## config.mk

```make
export PLATFORM = sky130hd
export DESIGN_NAME = adc_scan_seq
export DESIGN_NICKNAME = d
export VERILOG_FILES = /design/src/rtl/scan_pkg.sv /design/src/rtl/scan_range_store.sv /design/src/rtl/scan_trig_select.sv /design/src/rtl/scan_stepper.sv /design/src/rtl/scan_conv_ctrl.sv /design/src/rtl/adc_scan_seq.sv
export SDC_FILE = /design/constraint.sdc
export NUM_CORES = 1
export LEC_CHECK = 0
export BUFFER_PORTS_ARGS = -buffer_cell sky130_fd_sc_hd__buf_2
export CAP_MARGIN = 20
export CORE_MARGIN = 2
export CORE_UTILIZATION = 60
export CTS_CLUSTER_SIZE = 8
export DETAILED_ROUTE_END_ITERATION = 10
export GPL_TIMING_DRIVEN = 0
export PLACE_DENSITY = 0.79
export RECOVER_POWER = 50
export SYNTH_ARGS = -nofsm -noshare
export SYNTH_HDL_FRONTEND = slang
export SYNTH_SLANG_ARGS = --single-unit
export TNS_END_PERCENT = 100
```

## constraint.sdc

```tcl
create_clock -name clk -period 2.6 [get_ports clk]
set_input_delay 0.13 -clock clk [delete_from_list [all_inputs] [get_ports clk]]
set_output_delay 0.13 -clock clk [all_outputs]
set_load 0.01 [all_outputs]
```

## src/rtl/scan_pkg.sv

```systemverilog
package scan_pkg;

  typedef struct packed {
    logic       diff;
    logic       unipolar;
    logic [2:0] gain;
  } range_t;

  localparam int RANGE_W = $bits(range_t);

  typedef enum logic {
    ST_IDLE = 1'b0,
    ST_WAIT = 1'b1
  } conv_state_t;

  // True when two or more of the three enables are set.
  function automatic logic multi_enable(input logic [2:0] en);
    return (en[0] & en[1]) | (en[0] & en[2]) | (en[1] & en[2]);
  endfunction

  // Any enable set: range memory is locked.
  function automatic logic any_enable(input logic [2:0] en);
    return |en;
  endfunction

endpackage

```

## src/rtl/scan_range_store.sv

```systemverilog
module scan_range_store #(
  parameter int CH_W = 5,
  parameter int RW   = 5
) (
  input  logic            clk,
  input  logic            rst_n,
  input  logic            lock,
  input  logic            wr_en,
  input  logic [CH_W-1:0] wr_ch,
  input  logic [RW-1:0]   wr_code,
  input  logic [CH_W-1:0] rd_a_ch,
  input  logic [CH_W-1:0] rd_b_ch,
  output logic [RW-1:0]   rd_a,
  output logic [RW-1:0]   rd_b
);
  localparam int CH_N = 1 << CH_W;

  logic [RW-1:0]      cell_q [CH_N];
  logic [CH_N*RW-1:0] mem_flat;
  logic               wr_ok;

  assign wr_ok = wr_en & ~lock;

  for (genvar g = 0; g < CH_N; g++) begin : g_cell
    always_ff @(posedge clk) begin
      if (!rst_n)
        cell_q[g] <= '0;
      else if (wr_ok && (wr_ch == CH_W'(g)))
        cell_q[g] <= wr_code;
    end
    assign mem_flat[g*RW +: RW] = cell_q[g];
  end

  assign rd_a = cell_q[rd_a_ch];
  assign rd_b = cell_q[rd_b_ch];

  // locked memory never changes on the following edge
  p_lock_hold_r3: assert property (@(posedge clk) disable iff (!rst_n)
    lock |=> $stable(mem_flat));

endmodule

```

## src/rtl/scan_trig_select.sv

```systemverilog
module scan_trig_select (
  input  logic clk,
  input  logic rst_n,
  input  logic en_sw,
  input  logic en_pacer,
  input  logic en_ext,
  input  logic en_gate,
  input  logic sw_trig,
  input  logic pacer_tick,
  input  logic ext_trig,
  input  logic ext_gate,
  output logic cfg_err,
  output logic trig_hit,
  output logic ext_rise
);
  import scan_pkg::*;

  logic [2:0] ext_sh_q;
  logic [1:0] gate_sh_q;
  logic       gate_ok;
  logic       hit_sw, hit_pacer, hit_ext;

  always_ff @(posedge clk) begin
    if (!rst_n) begin
      ext_sh_q  <= '0;
      gate_sh_q <= '0;
    end else begin
      ext_sh_q  <= {ext_sh_q[1:0], ext_trig};
      gate_sh_q <= {gate_sh_q[0], ext_gate};
    end
  end

  assign ext_rise  = ext_sh_q[1] & ~ext_sh_q[2];
  assign gate_ok   = ~en_gate | gate_sh_q[1];
  assign cfg_err   = multi_enable({en_ext, en_pacer, en_sw});
  assign hit_sw    = en_sw & sw_trig;
  assign hit_pacer = en_pacer & pacer_tick;
  assign hit_ext   = en_ext & ext_rise & gate_ok;
  assign trig_hit  = ~cfg_err & (hit_sw | hit_pacer | hit_ext);

  // the synchronized edge detector yields a single-cycle pulse
  p_rise_single_r8: assert property (@(posedge clk) disable iff (!rst_n)
    ext_rise |=> !ext_rise);

endmodule

```

## src/rtl/scan_stepper.sv

```systemverilog
module scan_stepper #(
  parameter int CH_W = 5
) (
  input  logic            clk,
  input  logic            rst_n,
  input  logic            lim_we,
  input  logic [CH_W-1:0] lim_first,
  input  logic [CH_W-1:0] lim_last,
  input  logic            adv,
  input  logic            cur_diff,
  input  logic            pair_diff,
  output logic [CH_W-1:0] cur_ch,
  output logic [CH_W-1:0] pair_ch,
  output logic [CH_W-1:0] eff_ch,
  output logic [CH_W-1:0] first_ch
);
  localparam logic [CH_W-1:0] CH_ONE = CH_W'(1);
  localparam logic [CH_W-1:0] CH_TWO = CH_W'(2);

  logic [CH_W-1:0] cur_q, first_q, last_q;
  logic            two_step;
  logic            on_partner;

  function automatic logic [CH_W-1:0] next_ch(
    input logic [CH_W-1:0] cur,
    input logic [CH_W-1:0] first,
    input logic [CH_W-1:0] last,
    input logic            two
  );
    logic [CH_W-1:0] up1;
    up1 = cur + CH_ONE;
    if (cur == last)
      return first;
    if (two && (up1 == last))
      return first;
    return two ? (cur + CH_TWO) : up1;
  endfunction

  assign pair_ch    = {cur_q[CH_W-1:1], 1'b0};
  assign two_step   = ~cur_q[0] & cur_diff;
  assign on_partner = cur_q[0] & pair_diff;
  assign eff_ch     = on_partner ? pair_ch : cur_q;
  assign cur_ch     = cur_q;
  assign first_ch   = first_q;

  always_ff @(posedge clk) begin
    if (!rst_n) begin
      cur_q   <= '0;
      first_q <= '0;
      last_q  <= '0;
    end else if (lim_we) begin
      cur_q   <= lim_first;
      first_q <= lim_first;
      last_q  <= lim_last;
    end else if (adv) begin
      cur_q   <= next_ch(cur_q, first_q, last_q, two_step);
    end
  end

  // the channel moves only on completion or limit load
  p_hold_r4: assert property (@(posedge clk) disable iff (!rst_n)
    (!adv && !lim_we) |=> $stable(cur_q));

  // from the last channel the scan returns to the first
  p_wrap_r4: assert property (@(posedge clk) disable iff (!rst_n)
    (adv && !lim_we && cur_q == last_q) |=> (cur_q == first_q));

  // a differential even channel never steps onto its partner
  p_skip_r5: assert property (@(posedge clk) disable iff (!rst_n)
    (adv && !lim_we && !cur_q[0] && cur_diff && cur_q != last_q)
      |=> (cur_q != ($past(cur_q) + CH_ONE)));

endmodule

```

## src/rtl/scan_conv_ctrl.sv

```systemverilog
module scan_conv_ctrl #(
  parameter int CH_W   = 5,
  parameter int DATA_W = 12
) (
  input  logic              clk,
  input  logic              rst_n,
  input  logic              trig_hit,
  input  logic              conv_busy,
  input  logic              conv_done,
  input  logic [DATA_W-1:0] conv_data,
  input  logic [CH_W-1:0]   tag_ch,
  output logic              conv_start,
  output logic              adv,
  output logic              res_valid,
  output logic [DATA_W-1:0] res_data,
  output logic [CH_W-1:0]   res_ch
);
  import scan_pkg::*;

  conv_state_t st_q;
  logic        accept;

  assign accept = (st_q == ST_IDLE) & trig_hit & ~conv_busy;
  assign adv    = (st_q == ST_WAIT) & conv_done;

  always_ff @(posedge clk) begin
    if (!rst_n) begin
      st_q       <= ST_IDLE;
      conv_start <= 1'b0;
      res_valid  <= 1'b0;
      res_data   <= '0;
      res_ch     <= '0;
    end else begin
      conv_start <= accept;
      res_valid  <= adv;
      if (adv) begin
        res_data <= conv_data;
        res_ch   <= tag_ch;
      end
      case (st_q)
        ST_IDLE: if (accept) st_q <= ST_WAIT;
        ST_WAIT: if (conv_done) st_q <= ST_IDLE;
        default: st_q <= ST_IDLE;
      endcase
    end
  end

  // start is a one-cycle pulse
  p_start_single_r6: assert property (@(posedge clk) disable iff (!rst_n)
    conv_start |=> !conv_start);

  // a start is only issued from the idle state
  p_drop_busy_r10: assert property (@(posedge clk) disable iff (!rst_n)
    conv_start |-> $past(st_q == ST_IDLE && !conv_busy));

  // a result follows a sampled completion and lasts one cycle
  p_res_done_r11: assert property (@(posedge clk) disable iff (!rst_n)
    res_valid |-> $past(conv_done));
  p_res_single_r11: assert property (@(posedge clk) disable iff (!rst_n)
    res_valid |=> !res_valid);

endmodule

```

## src/rtl/adc_scan_seq.sv

```systemverilog
module adc_scan_seq #(
  parameter int CH_W   = 5,
  parameter int DATA_W = 12
) (
  input  logic              clk,
  input  logic              rst_n,
  input  logic              lim_we,
  input  logic [CH_W-1:0]   lim_first,
  input  logic [CH_W-1:0]   lim_last,
  input  logic              rng_we,
  input  logic [4:0]        rng_code,
  input  logic              ctl_we,
  input  logic              ctl_sw_en,
  input  logic              ctl_pacer_en,
  input  logic              ctl_ext_en,
  input  logic              ctl_gate_en,
  input  logic              sw_trig,
  input  logic              pacer_tick,
  input  logic              ext_trig,
  input  logic              ext_gate,
  input  logic              conv_busy,
  input  logic              conv_done,
  input  logic [DATA_W-1:0] conv_data,
  output logic              conv_start,
  output logic [CH_W-1:0]   mux_ch,
  output logic              mux_diff,
  output logic              unipolar,
  output logic [2:0]        gain_code,
  output logic              cfg_err,
  output logic              res_valid,
  output logic [DATA_W-1:0] res_data,
  output logic [CH_W-1:0]   res_ch
);
  import scan_pkg::*;

  logic [2:0]      en_q;     // {ext, pacer, sw}
  logic            gate_en_q;
  logic            lock;
  logic            trig_hit, ext_rise, adv;
  logic [CH_W-1:0] cur_ch, pair_ch, eff_ch, first_ch;
  range_t          rng_cur, rng_pair, rng_eff;

  always_ff @(posedge clk) begin
    if (!rst_n) begin
      en_q      <= '0;
      gate_en_q <= 1'b0;
    end else if (ctl_we) begin
      en_q      <= {ctl_ext_en, ctl_pacer_en, ctl_sw_en};
      gate_en_q <= ctl_gate_en;
    end
  end

  assign lock = any_enable(en_q);

  scan_range_store #(.CH_W(CH_W), .RW(RANGE_W)) u_store (
    .clk     (clk),
    .rst_n   (rst_n),
    .lock    (lock),
    .wr_en   (rng_we),
    .wr_ch   (first_ch),
    .wr_code (rng_code),
    .rd_a_ch (cur_ch),
    .rd_b_ch (pair_ch),
    .rd_a    (rng_cur),
    .rd_b    (rng_pair)
  );

  scan_trig_select u_trig (
    .clk        (clk),
    .rst_n      (rst_n),
    .en_sw      (en_q[0]),
    .en_pacer   (en_q[1]),
    .en_ext     (en_q[2]),
    .en_gate    (gate_en_q),
    .sw_trig    (sw_trig),
    .pacer_tick (pacer_tick),
    .ext_trig   (ext_trig),
    .ext_gate   (ext_gate),
    .cfg_err    (cfg_err),
    .trig_hit   (trig_hit),
    .ext_rise   (ext_rise)
  );

  scan_stepper #(.CH_W(CH_W)) u_step (
    .clk       (clk),
    .rst_n     (rst_n),
    .lim_we    (lim_we),
    .lim_first (lim_first),
    .lim_last  (lim_last),
    .adv       (adv),
    .cur_diff  (rng_cur.diff),
    .pair_diff (rng_pair.diff),
    .cur_ch    (cur_ch),
    .pair_ch   (pair_ch),
    .eff_ch    (eff_ch),
    .first_ch  (first_ch)
  );

  scan_conv_ctrl #(.CH_W(CH_W), .DATA_W(DATA_W)) u_conv (
    .clk        (clk),
    .rst_n      (rst_n),
    .trig_hit   (trig_hit),
    .conv_busy  (conv_busy),
    .conv_done  (conv_done),
    .conv_data  (conv_data),
    .tag_ch     (eff_ch),
    .conv_start (conv_start),
    .adv        (adv),
    .res_valid  (res_valid),
    .res_data   (res_data),
    .res_ch     (res_ch)
  );

  assign rng_eff   = (eff_ch == cur_ch) ? rng_cur : rng_pair;
  assign mux_ch    = eff_ch;
  assign mux_diff  = rng_eff.diff;
  assign unipolar  = rng_eff.unipolar;
  assign gain_code = rng_eff.gain;

  // no conversion starts from a conflicting enable set
  p_err_quiet_r9: assert property (@(posedge clk) disable iff (!rst_n)
    $past(cfg_err) |-> !conv_start);

  // a displayed odd channel is never part of a differential pair
  p_partner_hidden_r5: assert property (@(posedge clk) disable iff (!rst_n)
    mux_ch[0] |-> !rng_pair.diff);

endmodule

```

### After elaboration in Yosys (flattened, before gate mapping)

Memory sizes are Yosys's and may differ from the RTL's. A register that Yosys moved wholly into a read port is not among the register bits.
Cells that the tools add are included.

* register bits: 44
* RAM bits: 160
* input bits: 42
* output and inout port bits: 30
* word-level logic and storage cells: 298
* memories: 1

* add/subtract/negate cells: 2
* equality and inequality tests: 34
* muxes and demuxes: 154
* bitwise gates (word level): 59
* reduce and logical (&&, ||, !) cells: 36

Memory list
* u_store.cell_q: words 32, width 5, rd ports 2, clocked after Yosys merged registers in 2, wr ports 32, line scan_range_store.sv:18 `logic [RW-1:0] cell_q [CH_N];`

Operators with widths (count)
* $mux 5: 44
* $mux 1: 109
* $eq 5x5->1 const B: 16
* $eq 5x4->1 const B: 8
* $or 1x1->1: 37
* $logic_and 1x1->1: 33
* $eq 5x3->1 const B: 4
* $and 1x1->1: 15
* $eq 5x5->1: 3
* $eq 5x2->1 const B: 2
* $not 1->1: 7
* $add 5x1->5 const B: 1
* $add 5x2->5 const B: 1
* $eq 5x1->1 const B: 1
* $logic_not 5->1: 1
* $reduce_or 3->1: 1
* $pmux 1 s2: 1
* $reduce_bool 2->1: 1

### Longest topological paths before layout

Gate-level depths: netlist (run 1).

* depth after elaboration: 15
* gate-level depth with buffers: 9
* gate-level depth less buffers: 8

### Cells and area by module

From an unflattened synthesis (run 1), not the netlist that was laid out.

* cells, all modules: 815
* area, all modules: 11187.0 um^2

Modules (own cells, without submodules)
* scan_range_store: instances 1, cells an instance 563, area each 8849.7 um^2, seq. area each 4804.6 um^2
* scan_stepper: instances 1, cells an instance 124, area each 1068.5 um^2, seq. area each 300.3 um^2
* scan_conv_ctrl: instances 1, cells an instance 86, area each 814.5 um^2, seq. area each 400.4 um^2
* adc_scan_seq: instances 1, cells an instance 26, area each 276.5 um^2, seq. area each 80.1 um^2
* scan_trig_select: instances 1, cells an instance 16, area each 177.7 um^2, seq. area each 100.1 um^2

### Worst setup path before layout (run 1)

No wires, ideal clock.

* path kind: flip-flop to flip-flop
* start: register u_step.cur_q[1], in the netlist u_step.cur_ch[1]
* end: register (tool-made name)
* library setup time: 0.124 ns
* arrival: 2.172 ns
* required time: 2.476 ns
* slack: 0.304 ns
* cell stages (with the launch flop): 9
* path buffers: 0
* clock period less this slack: 2.296 ns
* path through: dfxtp_1 -> ha_1 -> or3b_2 -> a21oi_1 -> o211ai_1 -> a31oi_1 -> nor2_1 -> o2111a_1 -> a211o_1

RTL lines
* start, declared: line scan_stepper.sv:20 `logic [CH_W-1:0] cur_q, first_q, last_q;`
* start signal, assigned: line scan_stepper.sv:52 `cur_q <= lim_first;`
* start signal, assigned: line scan_stepper.sv:56 `cur_q <= next_ch(cur_q, first_q, last_q, two_step);`

==> flow_summary.yaml, run 1 <==
status:
  status: "finished, violations left"
  violations: "setup timing"
floorplan:
  dieArea_um2: 17400
  die_y_um: 132
  initial_utilization_pct: 61.7
  rows: 46
  coreArea_um2: 15900
  die_x_um: 132
  ios: 72
min_path:
  hp-start: "ctl_we"
  hold_end: "gate_en_q$_SDFFE_PN0P_"
  hp-class: "input pin to flop"
  min_path_cells: 3
sta:
  setup_viol: 9
  drv_slew: 0
  setup_ws_ps: -254
  hold_viol: 0
  rsz0062_at_grt: "yes"
  period_minus_slack_ps: 2850
  tns_ps: -1550
  worstMarginPinSlew_ps: 1150
  clock-skew-final_ps: 16.9
  holdWs_ps: 1.41
  fmax_mhz: 350
  slew_headroom_pct: 22.6
  fin_crit_sh_pct: 110
worst_setup_path:
  cpMaxStageDelayCell: "mux4_2"
  rr_endpoint: "u_step.cur_ch[4]$_SDFFE_PN0N_"
  crit_required_ps: 2470
  worst-path-max-fanout: 10
  reg2reg_slack_ps: -130
  critPathKind: "flop to output pin"
  path_cells: "clkbuf_8 -> buf_4 -> mux4_2 -> mux4_2 -> mux2i_1 -> a21oi_1 -> buf_2"
  cp_num_buf_inv: 3
  r2r_cells: 10
  crit_arrival_ps: 2720
  crit_path_end_kind: "output pin"
  crit_family: "multiplexers"
  crit_path_max_incr_delay_ps: 500
  cp-start-kind: "flop"
  cp.depth: 7
  cp_common_cell: "mux4_2"
clock_network:
  clk_pin_slew_worst_paths_ps: 50
  clkSinkCount: 209
  htreeDepth: 1
  clockRootBuffer: "clkbuf_16"
  cts-buffers-inserted: 30
  clk_path_buf_depth: 3
  clkLatencyLatePin_ps: 550
  cts_tree: "done"
yosys:
  synth_warnings: 0
  synth_seq_cells: 209
  synthesis.area_um2: 9840
  netlist-cell-type-count: 54
  synthSimpleGateAreaFrac_pct: 17.6
  synth_edf_count: 160
  ys_seq_area_share_pct: 58.8
  synth.area.mux_share_pct: 13.7
  syn_nets: 816
  synth_fa_ha_area_share_pct: 0.356
  synth_compound_area_share_pct: 5.62
  synth_xor_area_share_pct: 0.712
  synth_top_family_by_area: "simple AND/OR/NAND/NOR gates"
  synth_ff_type: "edfxtp_1"
  synthCells: 772
  async_flop_share_pct: 0
  syn_avg_cell_area_um2: 12.7
global_routing:
  grt_overflow_total: 0
  grt_use_total_pct: 32.3
  grt_pass1_vias: 7378
  grt_max_degree: 15
  grt_pass1_wl_mm: 42.3
  antenna_found_initial: 1
routing:
  drt_wl_total_mm: 28.1
  routed_via_density: 6.39
  first_pass_iters: 8
  wl_per_cell_um: 24.1
  drt-initial-drc-count: 1052
  vias: 7446
  drc: 0
  ant_nets: 0
placement:
  dp_slack_ps: -572
  place_area_um2: 10500
  place_congestion: 0.992
  io_buffers: 69
  dp.final_hpwl_mm: 19.6
final_layout:
  layout.area.seq_um2: 5790
  syn2layout_area_growth_pct: 21.5
  fillers: 1016
  drive_gt1_share_pct: 19.6
  fin_nets: 970
  multi_input_area_um2: 3800
  finish.instance_area_um2: 12000
power_and_ir_drop:
  vdd_drop_max_mv: 0.616
  power_mw: 8.21
  p_leak_nw: 4.85
  powerDensity_nw_per_um2: 687
job:
  drv_cap: 0
## metrics by stage
step                cells  utilization, %
finish               1166            75.0
global route         1164            75.0
CTS                  1159            74.5
detailed placement   1064            65.9
global placement     1057            65.6
floorplan             772               -
## flip-flops by register name, summed over array words and instances (netlist names), named ones only
register,flops
u_conv.res_valid,1
u_step.first_ch,5
gate_en_q,1
u_step.last_q,5
u_conv.res_data,12
u_conv.conv_start,1
u_trig.gate_sh_q,2
u_conv.res_ch,5
u_trig.ext_sh_q,3
u_step.cur_ch,5
u_conv.st_q,1
u_store.cell_q,160
en_q,3
## cells in the mapped netlist (all sizes together), types with 3 or more instances
master / instances / share of area [%]
dfxtp: 49 / 10
and3: 161 / 10
nand2b: 13 / 0.83
and2: 7 / 0.45
nor2b: 6 / 0.38
clkbuf: 55 / 2.1
nand2: 63 / 2.4
nor4: 4 / 0.25
o211ai: 4 / 0.31
mux4: 50 / 11
edfxtp: 160 / 49
mux2i: 20 / 2.0
nand3: 7 / 0.36
buf: 16 / 0.95
nor2: 36 / 1.4
xnor2: 3 / 0.27
a21oi: 31 / 1.6
o21ai: 38 / 1.9
xor2: 5 / 0.45
inv: 4 / 0.15
nor3: 8 / 0.41
## worst min-delay path, delay by kind of cell
| kind | cells | cell delay (ps) |
|---|---|---|
| muxes | 1 | 150 |
| and+or+nand+nor | 1 | 80 |
| buffers and inverters | 1 | 150 |
## power by group
| part | total (mW) | leakage (nW) | switching [mW] | internal (mW) |
|---|---|---|---|---|
| Clock | 3.57 | 0.412 | 1.38 | 2.19 |
| Combinational | 0.860 | 2.38 | 0.499 | 0.361 |
| Sequential | 3.78 | 2.05 | 0.0668 | 3.72 |
## layer usage
layer	track usage (%)	routed length, µm	share of wire, %	up-vias
met2	52.8	13500	48	521
met4	10.7	1070	3.8	0
met5	0	0	0	-
li1	-	-	-	3246
met1	42.3	10200	36	3589
met3	8.88	3420	12	90
## how the worst max path moves through the flow
stage	from	slack, ps	end
floorplan	u_step.cur_ch[1]$_SDFFE_PN0N_	300	flop
global placement	flop	-500	gain_code[1]
detailed placement	flop	-570	unipolar
CTS	flop	-280	gain_code[2]
global route	flop	-300	gain_code[2]
finish	flop	-250	gain_code[1]
## layout by cell type (no fill, tap or decap), types with 7 or more instances in the layout
cell / synthesis / routed
and3_1: 160 / 160
dlygate4sd3_1: 0 / 35
buf_4: 6 / 12
nor2_1: 36 / 36
edfxtp_1: 160 / 160
nand2_1: 63 / 62
a21oi_1: 31 / 28
o21ai_1: 1 / 12
nor3_1: 8 / 7
dfxtp_1: 49 / 47
clkbuf_16: 0 / 31
clkbuf_1: 55 / 99
o21ai_0: 37 / 22
mux2i_1: 20 / 19
nand2b_1: 13 / 13
mux4_2: 50 / 50
buf_2: 3 / 50
## cell families (layout without fill, tap and decap cells)
| logic type | Yosys count | in the layout |
|---|---|---|
| XOR/XNOR | 8 | 8 |
| AO/OA/AOI/OAI | 90 | 90 |
| multiplexers | 72 | 72 |
| adder cells (fa/ha/maj) | 3 | 3 |
| flip-flops | 209 | 209 |
| other | 0 | 2 |
| buffers and inverters | 75 | 251 |
| AND/OR/NAND/NOR | 315 | 315 |
## cell type report
class | instances | area share [%]
plain buffers | 70 | 3.16
inverters | 4 | 0.126
clock inverters | 1 | 0.0733
diodes | 2 | 0.0419
clock buffers | 53 | 7.18
well taps | 216 | 2.26
flip-flops and latches | 209 | 48.4
repair buffers | 123 | 6.90
multi-input cells | 488 | 31.8
## what timing repair did
| item | 4_1_cts | 5_1_grt |
|---|---|---|
| buffers inserted | 6 | 3 |
| pin swaps | 4 | 10 |
| endpoints found under the hold margin | 41 | 0 |
| hold buffers | 35 | 0 |
| resized for setup | 35 | 30 |
| setup endpoints to repair | 38 | 63 |
Power figures use the tool's default switching activity.
==> run 2: changes to the inputs <==
--- a/config.mk
+++ b/config.mk
@@ -12,6 +12,7 @@
 export CTS_CLUSTER_SIZE = 8
 export DETAILED_ROUTE_END_ITERATION = 10
 export GPL_TIMING_DRIVEN = 0
+export HOLD_SLACK_MARGIN = 0.15
 export PLACE_DENSITY = 0.79
 export RECOVER_POWER = 50
 export SYNTH_ARGS = -nofsm -noshare
==> run 2 against run 1 <==
Effect of this change:
- the flow still finishes with violations (setup timing)
- critical path depth unchanged
- global-route usage up 0.40 points
- sequential share of layout area down 0.48 points
- first-iteration DRC count down 13%
- via count up 1.5%
==> flow_summary.yaml, run 2 (synthesis gave the netlist of run 1 again) <==
status:
  status: "finished, violations left"
  violations: "setup timing"
clock_network:
  cts_tree: "done"
  htreeDepth: 1
  clkSinkCount: 209
  clkLatencyLatePin_ps: 550
  clk_pin_slew_worst_paths_ps: 50
  clk_path_buf_depth: 3
  clockRootBuffer: "clkbuf_16"
  cts-buffers-inserted: 30
worst_setup_path:
  crit_family: "multiplexers"
  path_cells: "buf_12 -> buf_12 -> mux4_2 -> mux4_2 -> mux2i_1 -> a21oi_2 -> buf_2"
  reg2reg_slack_ps: -130
  critPathKind: "flop to output pin"
  crit_required_ps: 2470
  cp-start-kind: "flop"
  crit_path_end_kind: "output pin"
  crit_path_max_incr_delay_ps: 590
  worst-path-max-fanout: 8
  cpMaxStageDelayCell: "mux4_2"
  crit_arrival_ps: 2730
  cp_num_buf_inv: 3
final_layout:
  top_regs: "u_store.cell_q: 160 flops, u_conv.res_data: 12 flops"
  drive_gt1_share_pct: 19.4
  syn2layout_area_growth_pct: 22.7
  fillers: 997
  fin_util_pct: 75.7
  fin_nets: 982
  finish.instance_area_um2: 12100
  regMostFlops: "u_store.cell_q"
  stdcell_count: 1178
  largest_reg_flops: 160
  layout_common_cells: "160 x and3_1, 160 x edfxtp_1, 99 x clkbuf_1"
global_routing:
  antenna_found_initial: 1
  grt_use_total_pct: 32.7
  grt_overflow_total: 0
  grt_max_degree: 15
  grt_pass1_wl_mm: 42.8
  grt_pass1_vias: 7492
job:
  drv_cap: 0
routing:
  drt-initial-drc-count: 913
  routed_via_density: 6.42
  vias: 7560
  drc: 0
  first_pass_iters: 6
  wl_per_cell_um: 24.2
  drt_wl_total_mm: 28.5
  ant_nets: 0
placement:
  dp.final_hpwl_mm: 19.6
  placed_cells: 1064
  io_buffers: 69
  place_congestion: 0.992
  place_area_um2: 10500
sta:
  fmax_mhz: 349
  setup_ws_ps: -264
  clock-skew-final_ps: 19.1
  fin_crit_sh_pct: 110
  tns_ps: -1570
  setup_viol: 9
  rsz0062_at_grt: "yes"
  slew_headroom_pct: 23.5
  drv_slew: 0
  hold_viol: 0
  worstMarginPinSlew_ps: 1140
  period_minus_slack_ps: 2860
floorplan:
  coreArea_um2: 15900
  dieArea_um2: 17400
  ios: 72
  die_y_um: 132
  rows: 46
  initial_utilization_pct: 61.7
  die_x_um: 132
power_and_ir_drop:
  clockPowerShare_pct: 43.4
  p_leak_nw: 4.89
  pwr-share-seq_pct: 45.9
  vdd_drop_max_mv: 0.617
  pwr-share-comb_pct: 10.7
  powerDensity_nw_per_um2: 682
  switching_power_mw: 1.95
  cellInternalPower_mw: 6.29
  switching_share_pct: 23.7
min_path:
  hp-class: "input pin to flop"
-- run 2: changes by cell type in the layout (fill, tap and decap cells not counted), sizes merged --
| cell | delta |
|---|---|
| dlygate4sd3 | +12 |
-- run 2: layer usage --
metal  routed length (µm)  up-vias  global-route usage [%]  part of all wire (%)
li1                     -     3270                       -                     -
met1                10300     3636                    42.3                    36
met2                13600      548                    53.9                    48
met3                 3430      106                    8.92                    12
met4                 1150        0                    11.1                   4.0
met5                    0        -                       0                     0
-- run 2: power by group through the flow --
stage	Sequential, mW	Clock, mW	Combinational (mW)
finish	3.78	3.58	0.878
global route	3.79	3.70	0.922
CTS	3.78	3.57	0.827
detailed placement	3.84	0	0.736
global placement	3.83	0	0.709
floorplan	3.82	0	0.477
-- run 2: final timing paths --
kind / start / endpoint / cells after the start
setup reg to reg: flop / flop / 10
hold / removal: ext_trig / u_trig.ext_sh_q[0]$_SDFF_PN0_ / 3
setup / recovery: flop / gain_code[2] / 7
hold reg to reg: u_trig.gate_sh_q[0]$_SDFF_PN0_ / u_trig.gate_sh_q[1]$_SDFF_PN0_ / 1
-- run 2: tightest hold or removal path, cell delays in order --
cell and delay, ps:
dlygate4sd3_1 530, buf_2 90, and2_1 110
-- run 2: per-stage QoR --
step | power (mW) | setup slack (ps) | hold WS, ps
final | 8.24 | -264 | 362
after floorplan | 4.29 | 304 | 231
after CTS | 8.17 | -275 | 350
after detailed placement | 4.58 | -572 | 348
after global routing | 8.41 | -296 | 381
after global placement | 4.54 | -504 | 341
-- run 2: area by class of cell --
| type | instances | area [µm²] | area share [%] |
|---|---|---|---|
| Timing Repair Buffer | 135 | 945 | 7.82 |
| Clock inverter | 1 | 8.76 | 0.0725 |
| Sequential cell | 209 | 5790 | 48.0 |
| Tap cell | 216 | 270 | 2.24 |
| Inverter | 4 | 15.0 | 0.124 |
| Buffer | 70 | 378 | 3.13 |
| Antenna cell | 2 | 5.00 | 0.0414 |
| Clock buffer | 53 | 858 | 7.11 |
| Multi-Input combinational cell | 488 | 3800 | 31.5 |
-- run 2: timing repair --
action                                 CTS  global route
setup endpoints to repair               38            63
setup buffers                            6             3
pin swaps                                4            10
endpoints found under the hold margin   50             0
hold buffers                            47             0
resized for setup                       35            30
